## src/rtl/wdg_pkg.sv

```systemverilog
package wdg_pkg;
  localparam int ADDR_W = 8;
  localparam int REG_W  = 16;

  localparam logic [ADDR_W-1:0] A_LOAD_LO = 8'h80;
  localparam logic [ADDR_W-1:0] A_LOAD_HI = 8'h84;
  localparam logic [ADDR_W-1:0] A_CTRL    = 8'h88;
  localparam logic [ADDR_W-1:0] A_MOD_EN  = 8'h90;
  localparam logic [ADDR_W-1:0] A_CLK_EN  = 8'h94;
  localparam logic [ADDR_W-1:0] A_LOCK    = 8'hA0;

  localparam logic [REG_W-1:0] UNLOCK_KEY = 16'hE551;

  localparam int RUN_BIT   = 1;
  localparam int RSTEN_BIT = 3;
  localparam int GATE_BIT  = 2;
endpackage

```

## src/rtl/wdg_regs.sv

```systemverilog
module wdg_regs
  import wdg_pkg::*;
#(
  parameter int CNT_W = 32
) (
  input  logic              clk,
  input  logic              rst_n,
  input  logic              wr_en,
  input  logic              rd_en,
  input  logic [ADDR_W-1:0] addr,
  input  logic [REG_W-1:0]  wdata,
  output logic [REG_W-1:0]  rdata,
  output logic              rvalid,
  output logic [CNT_W-1:0]  load_val,
  output logic              run,
  output logic              rst_en,
  output logic              clk_on,
  output logic              unlocked
);
  localparam int HI_W = CNT_W - REG_W;

  logic             mod_en_r, clk_en_r;
  logic [REG_W-1:0] load_lo;
  logic [HI_W-1:0]  load_hi;
  logic [REG_W-1:0] rd_mux;

  always_ff @(posedge clk or negedge rst_n) begin
    if (!rst_n) begin
      mod_en_r <= 1'b0;
      clk_en_r <= 1'b0;
      unlocked <= 1'b0;
      load_lo  <= '0;
      load_hi  <= '0;
      run      <= 1'b0;
      rst_en   <= 1'b0;
    end else if (wr_en) begin
      if (addr == A_MOD_EN) begin
        mod_en_r <= wdata[GATE_BIT];
      end else if (mod_en_r) begin
        case (addr)
          A_CLK_EN:  clk_en_r <= wdata[GATE_BIT];
          A_LOCK:    unlocked <= (wdata == UNLOCK_KEY);
          A_LOAD_LO: if (unlocked) load_lo <= wdata;
          A_LOAD_HI: if (unlocked) load_hi <= wdata[HI_W-1:0];
          A_CTRL: if (unlocked) begin
            run    <= wdata[RUN_BIT];
            rst_en <= wdata[RSTEN_BIT];
          end
          default: ;
        endcase
      end
    end
  end

  always_comb begin
    rd_mux = '0;
    case (addr)
      A_MOD_EN:  rd_mux[GATE_BIT] = mod_en_r;
      A_CLK_EN:  rd_mux[GATE_BIT] = clk_en_r;
      A_LOCK:    rd_mux[0] = unlocked;
      A_LOAD_LO: rd_mux = load_lo;
      A_LOAD_HI: rd_mux = REG_W'(load_hi);
      A_CTRL: begin
        rd_mux[RUN_BIT]   = run;
        rd_mux[RSTEN_BIT] = rst_en;
      end
      default: rd_mux = '0;
    endcase
    if (!mod_en_r && addr != A_MOD_EN) rd_mux = '0;
  end

  always_ff @(posedge clk or negedge rst_n) begin
    if (!rst_n) begin
      rvalid <= 1'b0;
      rdata  <= '0;
    end else begin
      rvalid <= rd_en;
      if (rd_en) rdata <= rd_mux;
    end
  end

  assign load_val = {load_hi, load_lo};
  assign clk_on   = mod_en_r & clk_en_r;
endmodule

```

## src/rtl/wdg_counter.sv

```systemverilog
module wdg_counter #(
  parameter int CNT_W = 32
) (
  input  logic             clk,
  input  logic             rst_n,
  input  logic             tick,
  input  logic             run,
  input  logic             clk_on,
  input  logic [CNT_W-1:0] load_val,
  output logic [CNT_W-1:0] count,
  output logic             fire
);
  logic run_d;
  logic start, advance;

  assign start   = run & ~run_d;
  assign advance = run & clk_on & tick;
  assign fire    = advance & ~start & (count == '0);

  always_ff @(posedge clk or negedge rst_n) begin
    if (!rst_n) begin
      run_d <= 1'b0;
      count <= '0;
    end else begin
      run_d <= run;
      if (start)            count <= load_val;
      else if (fire)        count <= load_val;
      else if (advance)     count <= count - 1'b1;
    end
  end
endmodule

```

## src/rtl/wdg_rst_pulse.sv

```systemverilog
module wdg_rst_pulse #(
  parameter int RST_CYCLES = 4
) (
  input  logic clk,
  input  logic rst_n,
  input  logic fire,
  input  logic rst_en,
  output logic rst_out
);
  localparam int PW = $clog2(RST_CYCLES + 1);

  logic [PW-1:0] left;

  always_ff @(posedge clk or negedge rst_n) begin
    if (!rst_n)              left <= '0;
    else if (fire && rst_en) left <= PW'(RST_CYCLES);
    else if (left != '0)     left <= left - 1'b1;
  end

  assign rst_out = (left != '0);
endmodule

```

## src/rtl/wdg_keylock.sv

```systemverilog
module wdg_keylock
  import wdg_pkg::*;
#(
  parameter int CNT_W      = 32,
  parameter int RST_CYCLES = 4
) (
  input  logic              clk,
  input  logic              rst_n,
  input  logic              wr_en,
  input  logic              rd_en,
  input  logic [ADDR_W-1:0] addr,
  input  logic [REG_W-1:0]  wdata,
  input  logic              tick,
  output logic [REG_W-1:0]  rdata,
  output logic              rvalid,
  output logic              rst_out
);
  logic [CNT_W-1:0] load_val, count;
  logic run, rst_en, clk_on, unlocked, fire;

  wdg_regs #(.CNT_W(CNT_W)) u_regs (
    .clk(clk), .rst_n(rst_n), .wr_en(wr_en), .rd_en(rd_en),
    .addr(addr), .wdata(wdata), .rdata(rdata), .rvalid(rvalid),
    .load_val(load_val), .run(run), .rst_en(rst_en),
    .clk_on(clk_on), .unlocked(unlocked)
  );

  wdg_counter #(.CNT_W(CNT_W)) u_cnt (
    .clk(clk), .rst_n(rst_n), .tick(tick), .run(run),
    .clk_on(clk_on), .load_val(load_val), .count(count), .fire(fire)
  );

  wdg_rst_pulse #(.RST_CYCLES(RST_CYCLES)) u_pulse (
    .clk(clk), .rst_n(rst_n), .fire(fire), .rst_en(rst_en),
    .rst_out(rst_out)
  );
endmodule

```

## config.mk

```make
export PLATFORM = sky130hd
export DESIGN_NAME = wdg_keylock
export DESIGN_NICKNAME = d
export VERILOG_FILES = /design/src/rtl/wdg_pkg.sv /design/src/rtl/wdg_regs.sv /design/src/rtl/wdg_counter.sv /design/src/rtl/wdg_rst_pulse.sv /design/src/rtl/wdg_keylock.sv
export SDC_FILE = /design/constraint.sdc
export NUM_CORES = 1
export LEC_CHECK = 0
export BUFFER_PORTS_ARGS = -buffer_cell sky130_fd_sc_hd__buf_2
export CAP_MARGIN = 5
export CORE_MARGIN = 2
export CORE_UTILIZATION = 35
export CTS_CLUSTER_SIZE = 16
export DETAILED_ROUTE_END_ITERATION = 7
export PLACE_DENSITY = 0.59
export SYNTH_ARGS = -nofsm -noshare
export SYNTH_HDL_FRONTEND = slang
export SYNTH_SLANG_ARGS = --single-unit
```

## constraint.sdc

```tcl
create_clock -name clk -period 2.5 [get_ports clk]
set_input_delay 0.125 -clock clk [delete_from_list [all_inputs] [get_ports clk]]
set_output_delay 0.125 -clock clk [all_outputs]
set_load 0.01 [all_outputs]
```

==> impl_metrics.py, run 1 <==
metrics = {
    "status": {
        "outcome": "finished with violations",
        "violations": "setup timing",
    },
    "clock_tree": {
        "clock-root-buffer": "clkbuf_16",
        "cts.sinks": 90,
        "cts_made_buffers": 9,
        "cts_tree": "built",
        "cts_max_level": 3,
        "clk_pin_slew_worst_paths_ps": 70,
        "cts.path.max_buffers": 2,
        "clock_latency_ps": 340,
    },
    "detailed_routing": {
        "vias_per_cell": 5.71,
        "route.detailed.drc": 0,
        "wl_per_cell_um": 18.3,
        "drtIter0Drc": 348,
        "ant_nets": 0,
        "vias": 4147,
        "first_pass_iters": 5,
        "wirelength_um": 13300,
    },
    "placement": {
        "gp_congestion": 0.935,
        "place.detailed.hpwl_um": 9450,
        "dp_cells": 703,
        "io_buffers": 46,
        "post-place-ws_ps": -62.5,
    },
    "power": {
        "power.share.sequential": 0.511,
        "power_frac_clock": 0.457,
        "ir_worst_vdd_mv": 0.274,
        "leakage_uw": 0.00278,
        "switchingPower_uw": 637,
        "comb_power_share": 0.032,
        "p_sw_frac": 0.223,
        "internal_power_uw": 2220,
        "finalPower_uw": 2850,
        "power_density_mw_per_mm2": 479,
    },
    "floorplanning": {
        "die_w_um": 120,
        "io_pins": 47,
        "core-area_sq_mm": 0.0132,
        "dieArea_sq_mm": 0.0144,
        "start_util": 0.356,
        "rows": 42,
        "die_h_um": 120,
    },
    "global_routing": {
        "grt_overflow": 0,
        "antenna_found_initial": 0,
        "grt_pass1_wl_um": 21300,
        "grt_usage": 0.189,
        "grt_pass1_vias": 4028,
        "grt_max_degree": 48,
    },
    "setup_path": {
        "required_ps": 2730,
        "path_class": "reg2reg",
        "critPathCaptureType": "register",
        "startpoint_type": "register",
        "cp.arrival_ps": 2820,
        "crit_fanout": 7,
    },
    "timing": {
        "finClkSkew_ps": 5.14,
        "tightestPinTransition_ps": 1060,
        "fin_crit_sh": 1.04,
        "slew_violations": 0,
        "setup_violations": 19,
        "rsz0062_at_grt": "yes",
        "layout_min_cycle_time_ps": 2590,
        "max_slew_margin": 0.291,
        "hold_ws_ps": 38.6,
        "setup_ws_ps": -91.1,
        "fmax_mhz": 386,
        "hold_viol": 0,
    },
    "hold_path": {
        "hp-class": "in2reg",
    },
    "flow_run": {
        "drv_cap": 0,
    },
    "logic_synthesis": {
        "syn_nets": 481,
        "yosysWarningCount": 0,
        "synth_seq_area_share": 0.479,
        "synth-edff-count": 0,
        "synth_flop_cell": "dfrtp_1",
        "ys_seq_elements": 90,
        "synth_cell_types": 60,
        "synth_cells": 449,
        "async_flop_share": 1.00,
        "synth.avg_cell_area_sq_um": 10.5,
        "synth_area_sq_mm": 0.00470,
    },
    "layout": {
        "final_common_cell": "dfrtp_1",
        "final_nets": 577,
        "drive_gt1_frac": 0.335,
        "fin_cells": 726,
        "fillers": 1249,
        "antenna_cells": 0,
        "final_cell_mix": "90 x dfrtp_1, 60 x buf_4, 45 x buf_2",
        "area_growth_pct": 26.9,
    },
}
[registers in the layout, summed over array words and instances (netlist names)]
| signal | flops |
|---|---|
| u_cnt.count | 32 |
| u_cnt.run_d | 1 |
| u_pulse.left | 3 |
| u_regs.clk_en_r | 1 |
| u_regs.load_hi | 16 |
| u_regs.load_lo | 16 |
| u_regs.mod_en_r | 1 |
| u_regs.rdata | 16 |
| u_regs.rst_en | 1 |
| u_regs.run | 1 |
| u_regs.rvalid | 1 |
| u_regs.unlocked | 1 |
[synthesized netlist by cell type (7+ instances only)]
master | instances | area (sq um)
or4_1 | 10 | 75.1
nand4_1 | 9 | 56.3
mux2_2 | 37 | 417
mux2i_1 | 10 | 100
a221o_1 | 7 | 70.1
a22oi_1 | 19 | 143
nor2_1 | 18 | 67.6
nor4_1 | 15 | 93.8
nand3_1 | 20 | 100
o21ai_0 | 18 | 90.1
nor3_1 | 14 | 70.1
o2bb2ai_1 | 13 | 114
a21oi_1 | 18 | 90.1
inv_1 | 14 | 52.6
nand2_1 | 31 | 116
dfrtp_1 | 90 | 2250
clkbuf_1 | 16 | 60.1
[power groups by stage]
stage	Combinational, uW	Clock [uW]	Sequential (uW)
3_3_place_gp	88.5	0	1490
4_1_cts	94.0	1340	1460
3_5_place_dp	91.0	0	1490
5_1_grt	103	1380	1460
6_report	91.4	1300	1460
2_1_floorplan	13.5	0	1490
[stage by stage]
stage	util	TNS (ps)	area, sq um
2_1_floorplan	-	-77.3	4730
3_3_place_gp	0.420	-70.6	5540
3_5_place_dp	0.420	-383	5540
4_1_cts	0.443	-357	5850
5_1_grt	0.452	-3120	5960
6_report	0.452	-765	5960
[cells by family after synthesis]
family	Yosys count	synth area share
compound gates	112	0.177
xor+xnor	1	0.00186
fa+ha+maj	3	0.00799
buf+inv	43	0.0418
flops	90	0.479
mux	47	0.110
simple gates	153	0.182
[final timing paths]
kind,start,endpoint,slack [ps],cells after the start
setup / recovery,u_cnt.count[1],u_cnt.count[15],-90,7
hold / removal,wdata[8],u_regs.load_lo[8],40,2
setup reg to reg,u_cnt.count[1],u_cnt.count[15],-90,7
hold reg to reg,u_regs.rdata[8],u_regs.rdata[8],480,1
max in group asynchronous,rst_n,u_cnt.count[12],1500,3
min in group asynchronous,rst_n,u_regs.mod_en_r,340,2
[critical path, cell delays in order (launching register included)]
cell	delay, ps
dfrtp_1	380
inv_1	60
ha_2	170
or4b_4	470
or4_4	470
o31a_4	420
buf_12	160
a221o_2	340
[what timing repair did]
item | 4_1_cts | 5_1_grt
endpoints found under the setup margin | 13 | 31
cloned | 0 | 3
pin swaps | 3 | 13
endpoints found under the hold margin | 47 | 0
resized for setup | 2 | 11
buffers inserted | 0 | 2
hold buffers | 2 | 0
[final cells by class]
class / count / area, sq um / share of cell area
inverters: 14 / 52.6 / 0.00881
repair buffers: 114 / 828 / 0.139
multi-input cells: 316 / 2330 / 0.390
clock buffers: 13 / 260 / 0.0436
flip-flops and latches: 90 / 2250 / 0.378
well taps: 176 / 220 / 0.0369
clock inverters: 3 / 23.8 / 0.00399
[metal layers]
layer,vias to the layer above,part of all wire,GRT usage
met5,-,0,0
met4,0,0.024,0.0801
met3,19,0.053,0.0314
met2,124,0.45,0.286
met1,2068,0.47,0.268
li1,1936,-,-
(Power assumes the default switching activity.)
==> run 2: changes to the inputs <==
BUFFER_PORTS_ARGS = -buffer_cell sky130_fd_sc_hd__clkbuf_2   (was -buffer_cell sky130_fd_sc_hd__buf_2)
SETUP_SLACK_MARGIN = 0.02   (was default)
==> impl_metrics.py, run 2 (synthesis results as in run 1) <==
metrics = {
    "timing": {
        "finClkSkew_ps": 6.92,
        "slew_violations": 0,
        "tightestPinTransition_ps": 1100,
        "setup_violations": 27,
        "max_slew_margin": 0.259,
        "fin_crit_sh": 1.05,
        "setup_ws_ps": -129,
        "fmax_mhz": 380,
        "rsz0062_at_grt": "yes",
        "layout_min_cycle_time_ps": 2630,
        "hold_viol": 0,
    },
    "global_routing": {
        "grt_pass1_wl_um": 21700,
        "antenna_found_initial": 0,
        "grt_pass1_vias": 4169,
        "grt_usage": 0.192,
        "grt_max_degree": 47,
        "grt_overflow": 0,
    },
    "layout": {
        "fin_cells": 728,
        "final_nets": 579,
        "fin_util": 0.458,
        "area_growth_pct": 28.6,
        "regMostFlops": "u_cnt.count",
        "final_common_cell": "dfrtp_1",
        "final_cell_mix": "90 x dfrtp_1, 55 x buf_4, 45 x clkbuf_2",
        "antenna_cells": 0,
        "largest_reg_flops": 32,
        "drive_gt1_frac": 0.351,
    },
    "detailed_routing": {
        "vias_per_cell": 5.63,
        "wirelength_um": 13300,
        "vias": 4095,
        "route.detailed.drc": 0,
        "first_pass_iters": 5,
        "drtIter0Drc": 244,
        "wl_per_cell_um": 18.2,
        "ant_nets": 0,
    },
    "placement": {
        "dp_cells": 701,
        "gp_congestion": 0.891,
        "post-place-ws_ps": -100,
        "place.detailed.hpwl_um": 9530,
        "io_buffers": 46,
    },
    "setup_path": {
        "r2r_slack_ps": -130,
        "crit-reg2reg-launch": "u_cnt.count[20]",
        "cp.arrival_ps": 2860,
        "critPathCaptureType": "register",
        "crit_start": "u_cnt.count[20]",
        "path_class": "reg2reg",
        "crit_fanout": 6,
        "required_ps": 2730,
        "reg2reg_to": "u_cnt.count[15]",
        "critPathCapture": "u_cnt.count[15]",
        "ff2ff_path_depth": 5,
        "startpoint_type": "register",
    },
    "floorplanning": {
        "rows": 42,
        "die_h_um": 120,
        "io_pins": 47,
        "die_w_um": 120,
        "core-area_sq_mm": 0.0132,
        "start_util": 0.356,
        "dieArea_sq_mm": 0.0144,
    },
    "clock_tree": {
        "cts_tree": "built",
        "cts.path.max_buffers": 2,
        "clk_pin_slew_worst_paths_ps": 70,
        "cts.sinks": 90,
        "clock-root-buffer": "clkbuf_16",
        "cts_made_buffers": 9,
        "clock_latency_ps": 350,
        "cts_max_level": 3,
    },
    "hold_path": {
        "hp-class": "in2reg",
        "hold_path_startpoint": "wdata[15]",
    },
    "power": {
        "leakage_uw": 0.00279,
        "power_density_mw_per_mm2": 475,
        "finalPower_uw": 2870,
        "ir_worst_vdd_mv": 0.315,
    },
    "status": {
        "outcome": "finished with violations",
        "violations": "setup timing",
    },
    "flow_run": {
        "drv_cap": 0,
    },
}
## run 2: cell types whose count changed in the layout (fill, tap and decap cells not counted), sizes merged
cell	change
buf	-42
clkbuf	+41
clkinv	+2
clkinvlp	-1
inv	+2
## run 2: what timing repair did
| item | 4_1_cts | 5_1_grt |
|---|---|---|
| resized for setup | 8 | 23 |
| hold buffers | 2 | 0 |
| hold endpoints to repair | 46 | 0 |
| cloned | 0 | 1 |
| buffers inserted | 6 | 2 |
| endpoints found under the setup margin | 25 | 32 |
| pin swaps | 5 | 4 |
## run 2: stage by stage
| step | TNS [ps] | instance area (sq um) | hold WS (ps) |
|---|---|---|---|
| after floorplan | -77.3 | 4730 | -171 |
| after global placement | -241 | 5520 | 189 |
| after detailed placement | -923 | 5520 | 197 |
| after CTS | -967 | 5910 | 36.1 |
| after global routing | -3430 | 6050 | 40.0 |
| final | -1360 | 6050 | 45.3 |
## run 2: worst max-delay path, stage by stage (launching register included)
cell and delay (ps):
dfrtp_1 390, or4_4 550, or4_4 580, o31a_1 450, buf_6 190, a221o_2 360
## run 2: final cells by class
cell class	instances	area, sq um
clock buffers	10	239
multi-input cells	316	2370
flip-flops and latches	90	2250
fillers	1229	7140
well taps	176	220
inverters	14	52.6
repair buffers	116	865
clock inverters	6	47.5
## run 2: power by group
group	switching, uW	internal (uW)
Combinational	61.7	29.0
Clock	614	711
Sequential	0.773	1460
## run 2: worst min-delay path by stage
stage                               endpoint  slack (ps)  depth (start not counted)
after global routing      u_regs.load_lo[15]          40                          2
after floorplan               u_cnt.count[0]        -170                          0
after detailed placement   u_regs.load_lo[2]         200                          1
after global placement       u_regs.rdata[2]         190                          1
final                     u_regs.load_hi[15]          50                          2
after CTS                  u_regs.load_lo[8]          40                          2
## run 2: layer usage
layer | vias up | global-route usage | share of wire | wire, um
met5 | - | 0 | 0 | 0
met4 | 0 | 0.0787 | 0.018 | 244
met3 | 15 | 0.0261 | 0.042 | 552
met2 | 114 | 0.305 | 0.47 | 6240
met1 | 2026 | 0.266 | 0.47 | 6210
li1 | 1940 | - | - | -
